--- config.mk ---
export PLATFORM = sky130hd
export DESIGN_NAME = mode_banked_regdec
export DESIGN_NICKNAME = d
export VERILOG_FILES = /design/src/rtl/regdec_pkg.sv /design/src/rtl/regdec_ctrl.sv /design/src/rtl/regdec_bank.sv /design/src/rtl/mode_banked_regdec.sv
export SDC_FILE = /design/constraint.sdc
export NUM_CORES = 1
export LEC_CHECK = 0
export BUFFER_PORTS_ARGS = -buffer_cell sky130_fd_sc_hd__buf_4
export CAP_MARGIN = 25
export CORE_ASPECT_RATIO = 1.2
export CORE_MARGIN = 1.5
export CORE_UTILIZATION = 40
export DETAILED_ROUTE_END_ITERATION = 10
export GPL_TIMING_DRIVEN = 1
export PLACE_DENSITY_LB_ADDON = 0.08
export SLEW_MARGIN = 15
export SYNTH_ARGS = -nofsm -noshare
export SYNTH_HDL_FRONTEND = slang
export SYNTH_SLANG_ARGS = --single-unit
--- constraint.sdc ---
create_clock -name clk -period 2.7 [get_ports clk]
set_input_delay 0.27 -clock clk [delete_from_list [all_inputs] [get_ports clk]]
set_output_delay 0.27 -clock clk [all_outputs]
set_load 0.02 [all_outputs]
--- src/rtl/regdec_pkg.sv ---
package regdec_pkg;
  localparam int NumRegs = 27;
  localparam int SelW = $clog2(NumRegs);

  typedef enum logic [SelW-1:0] {
    RC_NONE      = 5'd0,
    RC_RXBUF     = 5'd1,
    RC_TXHOLD    = 5'd2,
    RC_INTEN     = 5'd3,
    RC_DIVLO     = 5'd4,
    RC_DIVHI     = 5'd5,
    RC_INTID     = 5'd6,
    RC_FIFOCTL   = 5'd7,
    RC_ENHFEAT   = 5'd8,
    RC_LINECTL   = 5'd9,
    RC_MODEMCTL  = 5'd10,
    RC_LINESTAT  = 5'd11,
    RC_MODEMSTAT = 5'd12,
    RC_SCRATCH   = 5'd13,
    RC_XMITCTL   = 5'd14,
    RC_TRIGLVL   = 5'd15,
    RC_XON1      = 5'd16,
    RC_XON2      = 5'd17,
    RC_XOFF1     = 5'd18,
    RC_XOFF2     = 5'd19,
    RC_TXLEVEL   = 5'd20,
    RC_RXLEVEL   = 5'd21,
    RC_IODIR     = 5'd22,
    RC_IOSTATE   = 5'd23,
    RC_IOINTEN   = 5'd24,
    RC_IOCTL     = 5'd25,
    RC_EXTFEAT   = 5'd26
  } regCodeE;

  typedef struct packed {
    logic       lcrWr;
    logic       efrWr;
    logic       mcrWr;
    logic       swRst;
    logic [7:0] data;
  } bankStrbS;
endpackage

--- src/rtl/regdec_ctrl.sv ---
module regdec_ctrl
  import regdec_pkg::*;
#(
  parameter logic [1:0] ChanId   = 2'd0,
  parameter int         SwRstBit = 3
) (
  input  logic                clk,
  input  logic                rstN,
  input  logic                strobe,
  input  logic [7:0]          cmdByte,
  input  logic [7:0]          wrData,
  input  logic [7:0]          lcrQ,
  input  logic [7:0]          efrQ,
  input  logic [7:0]          mcrQ,
  output bankStrbS            strb,
  output logic [NumRegs-1:0]  wrEn,
  output logic                rdValid,
  output logic [SelW-1:0]     rdSel
);
  logic       isRd;
  logic [3:0] idx;
  logic       hit;
  logic       wrHit;
  logic       divBank;
  logic       xBank;
  logic       tcrOn;
  regCodeE    code;
  logic [NumRegs-1:0] wrEnNext;
  logic       unusedCmdBit;

  assign unusedCmdBit = cmdByte[0];
  assign isRd    = cmdByte[7];
  assign idx     = cmdByte[6:3];
  assign hit     = strobe && (cmdByte[2:1] == ChanId);
  assign wrHit   = hit && !isRd;
  assign divBank = lcrQ[7];
  assign xBank   = (lcrQ == 8'hBF);
  assign tcrOn   = efrQ[4] && mcrQ[2];

  // index -> physical register, banked on the held control state
  always_comb begin
    code = RC_NONE;
    case (idx)
      4'h0: code = divBank ? RC_DIVLO : (isRd ? RC_RXBUF : RC_TXHOLD);
      4'h1: code = divBank ? RC_DIVHI : RC_INTEN;
      4'h2: code = xBank ? RC_ENHFEAT : (isRd ? RC_INTID : RC_FIFOCTL);
      4'h3: code = RC_LINECTL;
      4'h4: code = xBank ? RC_XON1 : RC_MODEMCTL;
      4'h5: code = xBank ? RC_XON2 : (isRd ? RC_LINESTAT : RC_NONE);
      4'h6: code = xBank ? RC_XOFF1 :
                   (tcrOn ? RC_XMITCTL : (isRd ? RC_MODEMSTAT : RC_NONE));
      4'h7: code = xBank ? RC_XOFF2 : (tcrOn ? RC_TRIGLVL : RC_SCRATCH);
      4'h8: code = isRd ? RC_TXLEVEL : RC_NONE;
      4'h9: code = isRd ? RC_RXLEVEL : RC_NONE;
      4'hA: code = RC_IODIR;
      4'hB: code = RC_IOSTATE;
      4'hC: code = RC_IOINTEN;
      4'hE: code = RC_IOCTL;
      4'hF: code = RC_EXTFEAT;
      default: code = RC_NONE;
    endcase
  end

  // strobes toward the held banking registers
  always_comb begin
    strb.lcrWr = wrHit && (code == RC_LINECTL);
    strb.efrWr = wrHit && (code == RC_ENHFEAT);
    strb.mcrWr = wrHit && (code == RC_MODEMCTL);
    strb.swRst = wrHit && (code == RC_IOCTL) && wrData[SwRstBit];
    strb.data  = wrData;
  end

  // code 0 means "no register", so its enable bit stays low
  assign wrEnNext[0] = 1'b0;
  for (genvar g = 1; g < NumRegs; g++) begin : gEn
    assign wrEnNext[g] = wrHit && (code == regCodeE'(g));
  end

  always_ff @(posedge clk or negedge rstN) begin
    if (!rstN) begin
      wrEn    <= '0;
      rdValid <= 1'b0;
      rdSel   <= '0;
    end else begin
      wrEn    <= wrEnNext;
      rdValid <= hit && isRd;
      rdSel   <= (hit && isRd) ? code : RC_NONE;
    end
  end

  AST_WREN_ONEHOT: assert property (@(posedge clk) disable iff (!rstN)
    $onehot0(wrEn));
  AST_RD_WR_EXCL: assert property (@(posedge clk) disable iff (!rstN)
    rdValid |-> (wrEn == '0));
  AST_IDLE_QUIET: assert property (@(posedge clk) disable iff (!rstN)
    !strobe |=> (wrEn == '0 && !rdValid && rdSel == '0));
  AST_CHAN_MISS: assert property (@(posedge clk) disable iff (!rstN)
    (strobe && cmdByte[2:1] != ChanId) |=> (wrEn == '0 && !rdValid));
  AST_RO_WRITE: assert property (@(posedge clk) disable iff (!rstN)
    (strobe && !cmdByte[7] && (cmdByte[6:3] == 4'h8 || cmdByte[6:3] == 4'h9
     || cmdByte[6:3] == 4'hD)) |=> (wrEn == '0));
endmodule

--- src/rtl/regdec_bank.sv ---
module regdec_bank
  import regdec_pkg::*;
#(
  parameter logic [7:0] LcrReset = 8'h1D
) (
  input  logic       clk,
  input  logic       rstN,
  input  bankStrbS   strb,
  output logic [7:0] lcrQ,
  output logic [7:0] efrQ,
  output logic [7:0] mcrQ
);
  localparam logic [7:0] McrLockMask = 8'hE4;
  logic [7:0] mcrNext;

  // protected bits keep their value unless the enhanced bit is open
  assign mcrNext = efrQ[4] ? strb.data
                           : ((mcrQ & McrLockMask) | (strb.data & ~McrLockMask));

  always_ff @(posedge clk or negedge rstN) begin
    if (!rstN) begin
      lcrQ <= LcrReset;
      efrQ <= 8'h00;
      mcrQ <= 8'h00;
    end else if (strb.swRst) begin
      lcrQ <= LcrReset;
      efrQ <= 8'h00;
      mcrQ <= 8'h00;
    end else begin
      if (strb.lcrWr) lcrQ <= strb.data;
      if (strb.efrWr) efrQ <= strb.data;
      if (strb.mcrWr) mcrQ <= mcrNext;
    end
  end

  AST_MCR_LOCK: assert property (@(posedge clk) disable iff (!rstN)
    (strb.mcrWr && !efrQ[4] && !strb.swRst)
      |=> (mcrQ[7:5] == $past(mcrQ[7:5]) && mcrQ[2] == $past(mcrQ[2])));
  AST_SWRST_CLEAR: assert property (@(posedge clk) disable iff (!rstN)
    strb.swRst |=> (lcrQ == LcrReset && efrQ == 8'h00 && mcrQ == 8'h00));
  AST_BANK_HOLD: assert property (@(posedge clk) disable iff (!rstN)
    (!strb.lcrWr && !strb.swRst) |=> $stable(lcrQ));
endmodule

--- src/rtl/mode_banked_regdec.sv ---
module mode_banked_regdec
  import regdec_pkg::*;
#(
  parameter logic [1:0] ChanId   = 2'd0,
  parameter logic [7:0] LcrReset = 8'h1D,
  parameter int         SwRstBit = 3
) (
  input  logic                    clk,
  input  logic                    rstN,
  input  logic                    strobe,
  input  logic [7:0]              cmdByte,
  input  logic [7:0]              wrData,
  output logic [NumRegs-1:0]      wrEn,
  output logic                    rdValid,
  output logic [SelW-1:0]         rdSel,
  output logic [7:0]              lcrVal,
  output logic [7:0]              efrVal,
  output logic [7:0]              mcrVal
);
  bankStrbS strb;

  regdec_ctrl #(.ChanId(ChanId), .SwRstBit(SwRstBit)) ctrl_i (
    .clk(clk), .rstN(rstN), .strobe(strobe), .cmdByte(cmdByte),
    .wrData(wrData), .lcrQ(lcrVal), .efrQ(efrVal), .mcrQ(mcrVal),
    .strb(strb), .wrEn(wrEn), .rdValid(rdValid), .rdSel(rdSel)
  );

  regdec_bank #(.LcrReset(LcrReset)) bank_i (
    .clk(clk), .rstN(rstN), .strb(strb),
    .lcrQ(lcrVal), .efrQ(efrVal), .mcrQ(mcrVal)
  );
endmodule

==> summary.txt, run 1 <==
Place
  – Port-buffer cells: 73
  – Dpl ws: 0.206 ns
  – Dpl hpwl: 5090 um
  – Dpl cells: about 400
  – Area post-placement: 3450 um2
  – Final GP Congestion: 0.861

CTS
  – Total clock sinks: 56
  – Num CTS Buffers: 5
  – Clk buf depth: 2
  – Resized cells post-CTS: 0
  – Reg clk slew, reported paths: 0.11 ns
  – CTS tree: built
  – Postcts setup bufs: 0
  – Post-CTS Hold Buffers: 0
  – Clk_lat worst skew: 0.31 ns
  – Clock Root Buffer: clkbuf_8
  – H-tree depth: 2

Min path
  – Hold WC Path Type: input pin to async pin

Drt
  – Initial DRC count: 196
  – Vias per inst: 5.46
  – DRT antenna net count: 0
  – Routed wire length: between 7000 and 8000 um
  – Via count: 2294
  – DRT Pass-1 Iters: 5
  – Drc violations: 0
  – Avg WL per Cell: 16.9 um

Final layout
  – Fraction of layout instances using a drive strength above 1: 37.8%
  – Area grow syn2layout: 25.6%
  – Fin nets: approximately 350
  – Post-Route Utilization: 51.8%
  – Final instance area: 3550 um2
  – Final std cells w/o fill: 420
  – # diodes: 0

Setup path
  – Reg-to-reg setup timing slack: 0.14 ns
  – Crit path to: bank_i.lcrQ[0]
  – Peak fanout along the critical path: 6
  – Reg2reg start: bank_i.lcrQ[3]
  – CP Launch Point: bank_i.lcrQ[3]
  – CP startpoint kind: flip-flop
  – Worst Path Required: 2.95 ns
  – Crit. End Element: flip-flop
  – Setup CP Type: flip-flop to flip-flop
  – Register-to-Register Path Depth: 6
  – Worst Path Arrival: roughly 2.8 ns
  – Worst reg2reg path endpoint: bank_i.lcrQ[0]

Logic synthesis
  – Post-synth top flop: dfrtp_1
  – Number of warnings issued by yosys: 0
  – Synthesized cell area: 2830 um2
  – EDFF count, synth: 0
  – Synth area leaders: dfrtp_1, o31ai_2, a21oi_1
  – Flops & latches, synth: 56
  – Post-synth top cells: dfrtp_1, a21oi_1, nor2_1, nand4_1
  – Asr flop ratio synth: 100%
  – Most frequent cell after synthesis: dfrtp_1
  – Synthesized instance count: 253
  – Top cell type's share of synthesized area: 46.1%
  – Netlist cell types: 55
  – Mean post-synth cell area: ~11 um2
  – Post-synthesis sequential area ratio: roughly 50%
  – Cell taking the most area after synthesis: dfrtp_1

Power and ir drop
  – Pwr Total: 1.78 mW
  – Leakage power: 1.68 nW
  – Cell area power density: 501 nW/um2
  – Peak VDD IR: 0.224 mV

Die
  – IO Pins: 76
  – Initial Util: 41.2%
  – Die W: 79.7 um
  – Core Area: 6850 um2
  – Die Y-Extent: 95.1 um
  – Row cnt: 33
  – DIE AREA: 7580 um2

Timing
  – F_max: about 400 MHz
  – Hold WS: -0.00871 ns
  – Worst-Margin Slew: 0.703 ns
  – Number of setup violations in the final report: 0
  – Final Hold Fails: 19
  – RSZ-0062 raised after global routing: no
  – Worst slew margin: 53.1%
  – Setup TNS after final layout: 0 ns
  – Final worst-path cycle share: 94.6%
  – Min Tclk post-route: 2.56 ns
  – Post-route setup slack: ~0.14 ns
  – Worst Clk Skew: ~0.014 ns
  – Pins Over Slew Limit: 0

GRT
  – GRT overflow: 0
  – Antenna violations before repair: 0
  – Largest net degree at the start of global routing: between 50 and 60
  – First-pass GRT wire length: ~11000 um
  – Global-route usage over all layers: 19.7%
  – Vias in the first global route: between 2000 and 2500

Status
  – Status: complete, but fails checks
  – Violated checks: hold timing

Flow run
  – MaxCap Viol Count: 0
[critical path, cell delays in order (launching register included)]
cell and delay [ns]:
dfstp_2 0.57, nand4_1 0.24, or2_1 0.39, a32oi_2 0.33, and2_1 0.43, nand3_2 0.20, a211o_1 0.33
[where the power goes]
| part | switching [mW] | internal [mW] | total, mW |
|---|---|---|---|
| logic | 0.238 | 0.147 | 0.384 |
| registers | 0.0299 | 0.884 | 0.914 |
| clock network | 0.291 | 0.189 | 0.480 |
[registers in the layout, indices dropped and copies added, names as in the netlist]
register and flops:
ctrl_i.wrEn 26, bank_i.efrQ 8, bank_i.lcrQ 8, bank_i.mcrQ 8
ctrl_i.rdSel 5, ctrl_i.rdValid 1
[worst min path at each step]
stage	start	end	slack, ns	cells past startpoint
global route	rstN	ctrl_i.wrEn[15]	0.05	1
finish	rstN	ctrl_i.wrEn[15]	-0.009	1
global placement	rstN	ctrl_i.wrEn[6]	0.37	1
CTS	rstN	bank_i.lcrQ[7]	0.02	1
detailed placement	rstN	ctrl_i.wrEn[6]	0.37	1
floorplan	rstN	bank_i.efrQ[0]	-0.03	0
[final cells by class]
| cell class | instances | area [um2] |
|---|---|---|
| Multi-Input combinational cell | 178 | 1250 |
| Timing Repair Buffer | 85 | 663 |
| Tap cell | 87 | 109 |
| Clock inverter | 3 | 26.3 |
| Clock buffer | 5 | 68.8 |
| Sequential cell | 56 | 1410 |
| Fill cell | 660 | 3300 |
| Inverter | 6 | 22.5 |
[kinds of logic after synthesis]
group	Yosys count	share of synthesized area (%)
and+or+nand+nor	91	19.8
AOI/OAI and AO/OA	80	23.7
buffers and inverters	25	6.64
DFF	56	49.8
other	1	0.133
[placed cells by master, fill, tap and decap left out, drive strengths merged, types with 2 or more instances in the layout]
cell,instances
and2,3
conb,7
nor4,2
nand2b,2
nand2,11
nand3b,2
a32oi,2
dfrtp,52
o21a,3
o211ai,3
a211o,4
nand4,18
buf,85
clkbuf,5
a211oi,2
or2,2
clkinvlp,2
and2b,2
o21ai,8
nor2,21
nor2b,4
o31ai,20
dfstp,4
nor3b,2
nand3,10
nor3,6
inv,7
a21oi,26
and4,3
o211a,2
[routing by layer]
metal | GRT usage, % | vias to the layer above | share of wire (%) | routed length [um]
met1 | 26.7 | 1130 | 44 | 3160
met3 | 3.06 | 8 | 4.6 | 326
li1 | - | 1090 | - | -
met4 | 5.26 | 0 | 1.2 | 85
met5 | 0 | - | 0 | 0
met2 | 32.7 | 66 | 50 | 3550
(Power assumes the default switching activity.)
==> run 2: changes to the inputs <==
Settings changed: RECOVER_POWER set to 25, REMOVE_ABC_BUFFERS set to 1.
==> run 2 against run 1 <==
Effect of this change:
- the run now ends clean
- worst hold slack better by 0.23 ns
- setup slack worse by 0.0064 ns
- non-clock buffer count is 1 higher
- global-route usage is 0.30 points lower
- clock-buffer cell count stayed put
- critical path depth stayed put
- via count is 1.2% lower
- sequential share of layout area is 0.056 points lower
- critical path type unchanged
- largest cell class unchanged
- largest power group unchanged
- highest routed layer unchanged
==> summary.txt, run 2 (same netlist as run 1, synthesis figures left out) <==
Drt
  – Via count: 2266 (-1.2%)
  – DRT antenna net count: 0 (unchanged)
  – Drc violations: 0 (unchanged)
  – Vias per inst: 5.38 (-1.5%)
  – Avg WL per Cell: 16.5 um (-2.3%)
  – Routed wire length: 6970 um (-2.1%)
  – DRT Pass-1 Iters: 4 (-1)
  – Initial DRC count: 116 (-41%)

Die
  – Row cnt: 33 (unchanged)
  – IO Pins: 76 (unchanged)
  – Die Y-Extent: 95.1 um (unchanged)
  – DIE AREA: 7580 um2 (unchanged)
  – Core Area: 6850 um2 (unchanged)
  – Initial Util: 41.2% (unchanged)
  – Die W: 79.7 um (unchanged)

Final layout
  – Fill cells: 663 (+0.45%)
  – Area grow syn2layout: 25.8%
  – Fraction of layout instances using a drive strength above 1: 38.0% (+0.19 points)
  – Most flops, register: ctrl_i.wrEn
  – Max reg flops: 26 (unchanged)
  – Fin nets: 352 (+0.28%)
  – Seq. cell area: 1410 um2 (unchanged)
  – # diodes: 0 (unchanged)
  – Most common cell after layout, fill and taps aside: buf_4
  – Area of the multi-input gates: 1250 um2 (unchanged)
  – Commonest non-fill, non-tap cells in the layout: buf_4, dfrtp_1, a21oi_1

Min path
  – Hold WC Path Type: input pin to flip-flop
  – Worst hold path depth: 3
  – Worst Min Path Start: wrData[0]
  – Worst Hold End: bank_i.mcrQ[0]

GRT
  – First-pass GRT wire length: 11300 um (-0.61%)
  – Vias in the first global route: 2212 (+0.68%)
  – Antenna violations before repair: 0 (unchanged)
  – GRT overflow: 0 (unchanged)
  – Global-route usage over all layers: 19.4% (-0.30 points)
  – Largest net degree at the start of global routing: 57 (unchanged)

Power and ir drop
  – Cell area power density: 498 nW/um2 (-0.69%)
  – Peak VDD IR: 0.276 mV (+23%)
  – Leakage power: 1.69 nW (+0.87%)
  – Pwr Total: 1.77 mW (-0.55%)

CTS
  – H-tree depth: 2 (unchanged)
  – CTS tree: built
  – Total clock sinks: 56 (unchanged)
  – Post-CTS Hold Buffers: 0 (unchanged)
  – Clk buf depth: 2 (unchanged)
  – Resized cells post-CTS: 0 (unchanged)
  – Postcts setup bufs: 0 (unchanged)
  – Clock Root Buffer: clkbuf_8
  – Clk_lat worst skew: 0.31 ns (about the same)
  – Reg clk slew, reported paths: 0.10 ns (about the same)
  – Num CTS Buffers: 5 (unchanged)

Setup path
  – Register-to-Register Path Depth: 6 (unchanged)
  – Worst reg2reg path endpoint: bank_i.lcrQ[3]
  – Worst Path Required: 2.97 ns (+0.02 ns)
  – Crit. End Element: flip-flop
  – Reg-to-reg setup timing slack: 0.14 ns (about the same)
  – Worst Path Arrival: 2.83 ns (+0.02 ns)
  – CP startpoint kind: flip-flop
  – Peak fanout along the critical path: 6 (unchanged)
  – Setup CP Type: flip-flop to flip-flop
  – Reg2reg start: bank_i.lcrQ[3]

Timing
  – Setup TNS after final layout: 0 ns (unchanged)
  – F_max: 390 MHz (-0.25%)
  – Final Hold Fails: 0 (-19)
  – Pins Over Slew Limit: 0 (unchanged)
  – Worst Clk Skew: 0.0122 ns (-0.00144 ns)
  – Final worst-path cycle share: 94.9% (+0.24 points)
  – Worst-Margin Slew: 1.33 ns (+0.622 ns)
  – Min Tclk post-route: 2.56 ns (+0.00644 ns)
  – Worst slew margin: 11.6% (-41 points)
  – RSZ-0062 raised after global routing: no
  – Number of setup violations in the final report: 0 (unchanged)

Status
  – Status: completed

Place
  – Final GP Congestion: 0.783 (-9.0%)
  – Port-buffer cells: 73 (unchanged)
  – Dpl hpwl: 5020 um (-1.4%)

Flow run
  – MaxCap Viol Count: 0 (unchanged)
==> run 2: layout make-up <==
class / count / share of cell area (%)
sequential: 56 / 39.6
timing repair buffer: 86 / 18.8
multi-input combinational: 178 / 35.3
clock inverter: 3 / 0.739
inverter: 6 / 0.634
tap: 87 / 3.06
clock buffer: 5 / 1.94
==> run 2: power breakdown <==
| group | switching [mW] | internal (mW) |
|---|---|---|
| sequential | 0.0309 | 0.884 |
| combinational | 0.238 | 0.146 |
| clock | 0.280 | 0.190 |
| total | 0.549 | 1.22 |
==> run 2: through the flow <==
| stage | util, % | setup WS [ns] | std cells | hold slack, ns | instance area (um2) |
|---|---|---|---|---|---|
| 2_1_floorplan | - | 0.0407 | 240 | -0.0256 | 2680 |
| 3_3_place_gp | 50.5 | 0.191 | 413 | 0.366 | 3460 |
| 3_5_place_dp | 50.5 | 0.192 | 413 | 0.362 | 3460 |
| 4_1_cts | 51.9 | 0.171 | 421 | 0.0247 | 3560 |
| 5_1_grt | 51.9 | 0.0313 | 421 | 0.235 | 3550 |
| 6_report | 51.9 | 0.138 | 421 | 0.225 | 3550 |
==> run 2: critical path, cell delays in order (launching register included) <==
cell,delay [ns]
dfstp_2,0.56
nand4_1,0.27
or2_1,0.40
o22ai_2,0.36
o211ai_2,0.21
a2111oi_0,0.56
a21o_1,0.14
==> run 2: worst max-delay path by stage <==
stage | endpoint | from
6_report | bank_i.lcrQ[3] | bank_i.lcrQ[3]
3_3_place_gp | bank_i.lcrQ[2] | bank_i.lcrQ[3]
3_5_place_dp | bank_i.lcrQ[0] | bank_i.lcrQ[3]
2_1_floorplan | bank_i.mcrQ[3] | bank_i.lcrQ[3]
5_1_grt | bank_i.lcrQ[3] | bank_i.lcrQ[3]
4_1_cts | bank_i.lcrQ[0] | bank_i.lcrQ[3]
==> run 2: metal layers <==
metal  up-vias  global-route usage (%)  wire length, um  share of wire [%]
li1       1097                       -                -                  -
met1      1088                    26.7             3140                 45
met2        74                    31.6             3350                 48
met3         7                    3.16              394                5.7
met4         0                    5.12               89                1.3
met5         -                       0                0                  0
==> run 3: changes to the inputs <==
Settings changed: MAX_ROUTING_LAYER set to met4.
==> run 3 against run 2 <==
Effect of this change:
- core utilization unchanged
- critical path depth unchanged
- clock-buffer cell count unchanged
- first-iteration DRC count decreased by 22%
- combinational power about the same
- register-to-register slack about the same
- critical endpoint unchanged
- fmax about the same
- sequential cell count unchanged
- global-route usage increased by 0.55 points
- wire length increased by 0.33%
- largest cell class unchanged
- sequential share of layout area unchanged
- power about the same
==> summary.txt, run 3 (same netlist as run 1, synthesis figures left out) <==
CTS
  – Resized cells post-CTS: 0 (unchanged)
  – Postcts setup bufs: 0 (unchanged)
  – Num CTS Buffers: 5 (unchanged)
  – Clk buf depth: 2 (unchanged)
  – Post-CTS Hold Buffers: 0 (unchanged)
  – CTS tree: built
  – Reg clk slew, reported paths: 0.10 ns (about the same)
  – Total clock sinks: 56 (unchanged)
  – H-tree depth: 2 (unchanged)
  – Clock Root Buffer: clkbuf_8
  – Clk_lat worst skew: 0.31 ns (about the same)

Setup path
  – Crit. End Element: flip-flop
  – Reg-to-reg setup timing slack: 0.14 ns (about the same)
  – Setup CP Type: flip-flop to flip-flop
  – Worst Path Required: 2.97 ns (about the same)
  – Worst Path Arrival: 2.83 ns (about the same)
  – Max incr delay on CP: 0.56 ns (about the same)
  – CP startpoint kind: flip-flop
  – Register-to-Register Path Depth: 6 (unchanged)
  – CP cell instances: nand4_1, or2_1, o22ai_2, o211ai_2, a2111oi_0, a21o_1
  – Critical path's slowest cell: dfstp_2
  – Peak fanout along the critical path: 6 (unchanged)

Die
  – Initial Util: 41.2% (unchanged)
  – Core Area: 6850 um2 (unchanged)
  – Die Y-Extent: 95.1 um (unchanged)
  – Die W: 79.7 um (unchanged)
  – DIE AREA: 7580 um2 (unchanged)
  – IO Pins: 76 (unchanged)
  – Row cnt: 33 (unchanged)

Place
  – Dpl hpwl: 5020 um (unchanged)
  – Final GP Congestion: 0.794 (+1.4%)
  – Area post-placement: 3460 um2 (unchanged)
  – Port-buffer cells: 73 (unchanged)

Final layout
  – Final instance area: 3550 um2 (unchanged)
  – Fraction of layout instances using a drive strength above 1: 38.0% (unchanged)
  – Fin nets: 352 (unchanged)
  – Commonest non-fill, non-tap cells in the layout: buf_4, dfrtp_1, a21oi_1
  – # diodes: 0 (unchanged)
  – Most flops, register: ctrl_i.wrEn
  – Fill cells: 663 (unchanged)
  – Area grow syn2layout: 25.8% (unchanged)
  – Most common cell after layout, fill and taps aside: buf_4
  – Max reg flops: 26 (unchanged)

Drt
  – Routed wire length: 6990 um (+0.33%)
  – Via count: 2256 (-0.44%)
  – Met2 WL post-DR: 3380 um (+1.0%)
  – Initial DRC count: 91 (-22%)
  – DRT antenna net count: 0 (unchanged)
  – Top Layer Used: met4
  – DRT Pass-1 Iters: 4 (unchanged)
  – Metal3 WL: 375 um (-4.8%)
  – Avg WL per Cell: 16.6 um (+0.33%)
  – Vias per inst: 5.36 (-0.44%)
  – Met1 Routed Length: 3140 um (+0.13%)
  – Drc violations: 0 (unchanged)

Timing
  – Pins Over Slew Limit: 0 (unchanged)
  – RSZ-0062 raised after global routing: no
  – Min Tclk post-route: 2.56 ns (-0.000831 ns)
  – Worst-Margin Slew: 1.34 ns (+0.0167 ns)
  – Number of setup violations in the final report: 0 (unchanged)
  – Worst slew margin: 10.5% (-1.1 points)
  – Final worst-path cycle share: 94.8% (about the same)
  – Setup TNS after final layout: 0 ns (unchanged)
  – Final Hold Fails: 0 (unchanged)
  – Worst Clk Skew: 0.0115 ns (-0.000668 ns)
  – F_max: 391 MHz (about the same)

GRT
  – GRT overflow: 0 (unchanged)
  – Antenna violations before repair: 0 (unchanged)
  – First-pass GRT wire length: 11300 um (about the same)
  – Global-route usage over all layers: 19.9% (+0.55 points)
  – Largest net degree at the start of global routing: 57 (unchanged)
  – Vias in the first global route: 2215 (+0.14%)

Power and ir drop
  – Peak VDD IR: 0.276 mV (about the same)
  – Leakage power: 1.69 nW (unchanged)
  – Pwr Total: 1.77 mW (about the same)
  – Cell area power density: 498 nW/um2 (about the same)

Status
  – Status: completed

Flow run
  – MaxCap Viol Count: 0 (unchanged)

Min path
  – Hold WC Path Type: input pin to flip-flop
  – Worst hold path depth: 3 (unchanged)
[run 3: cell counts in the layout (fill, tap and decap cells not counted)]
Identical to the previous run, type by type.
[run 3: path summary, 6_finish.rpt]
path	from	end
max in group asynchronous	rstN	bank_i.lcrQ[5]
setup reg to reg	bank_i.lcrQ[3]	bank_i.lcrQ[3]
hold / removal	wrData[4]	bank_i.mcrQ[4]
hold reg to reg	bank_i.lcrQ[3]	bank_i.lcrQ[3]
setup / recovery	bank_i.lcrQ[3]	bank_i.lcrQ[3]
min in group asynchronous	rstN	ctrl_i.rdSel[4]
[run 3: worst max-delay path: cells and delay by family, from the launching register on]
family / cells / cell delay [ns]
AOI/OAI and AO/OA: 4 / 1.27
DFF: 1 / 0.56
and+or+nand+nor: 2 / 0.67
[run 3: layer usage]
| layer | vias to the layer above | global-route usage [%] |
|---|---|---|
| met5 | - | - |
| met4 | 0 | 5.12 |
| met3 | 7 | 2.97 |
| met2 | 67 | 31.6 |
| met1 | 1086 | 26.7 |
| li1 | 1096 | - |
[run 3: final cells by class]
class,instances,area (um2),area share [%]
clock inverters,3,26.3,0.739
clock buffers,5,68.8,1.94
multi-input cells,178,1250,35.3
repair buffers,86,668,18.8
well taps,87,109,3.06
flip-flops and latches,56,1410,39.6
inverters,6,22.5,0.634
[run 3: metrics by stage]
stage | std cells | setup WS (ns) | hold slack (ns) | utilization, %
CTS | 421 | 0.171 | 0.0247 | 51.9
global placement | 413 | 0.191 | 0.366 | 50.5
global route | 421 | 0.0313 | 0.235 | 51.9
finish | 421 | 0.139 | 0.224 | 51.9
detailed placement | 413 | 0.192 | 0.362 | 50.5
floorplan | 240 | 0.0407 | -0.0256 | -
[run 3: power by group]
group | switching [mW] | internal, mW
sequential | 0.0309 | 0.884
clock | 0.279 | 0.190
combinational | 0.239 | 0.146
total | 0.549 | 1.22
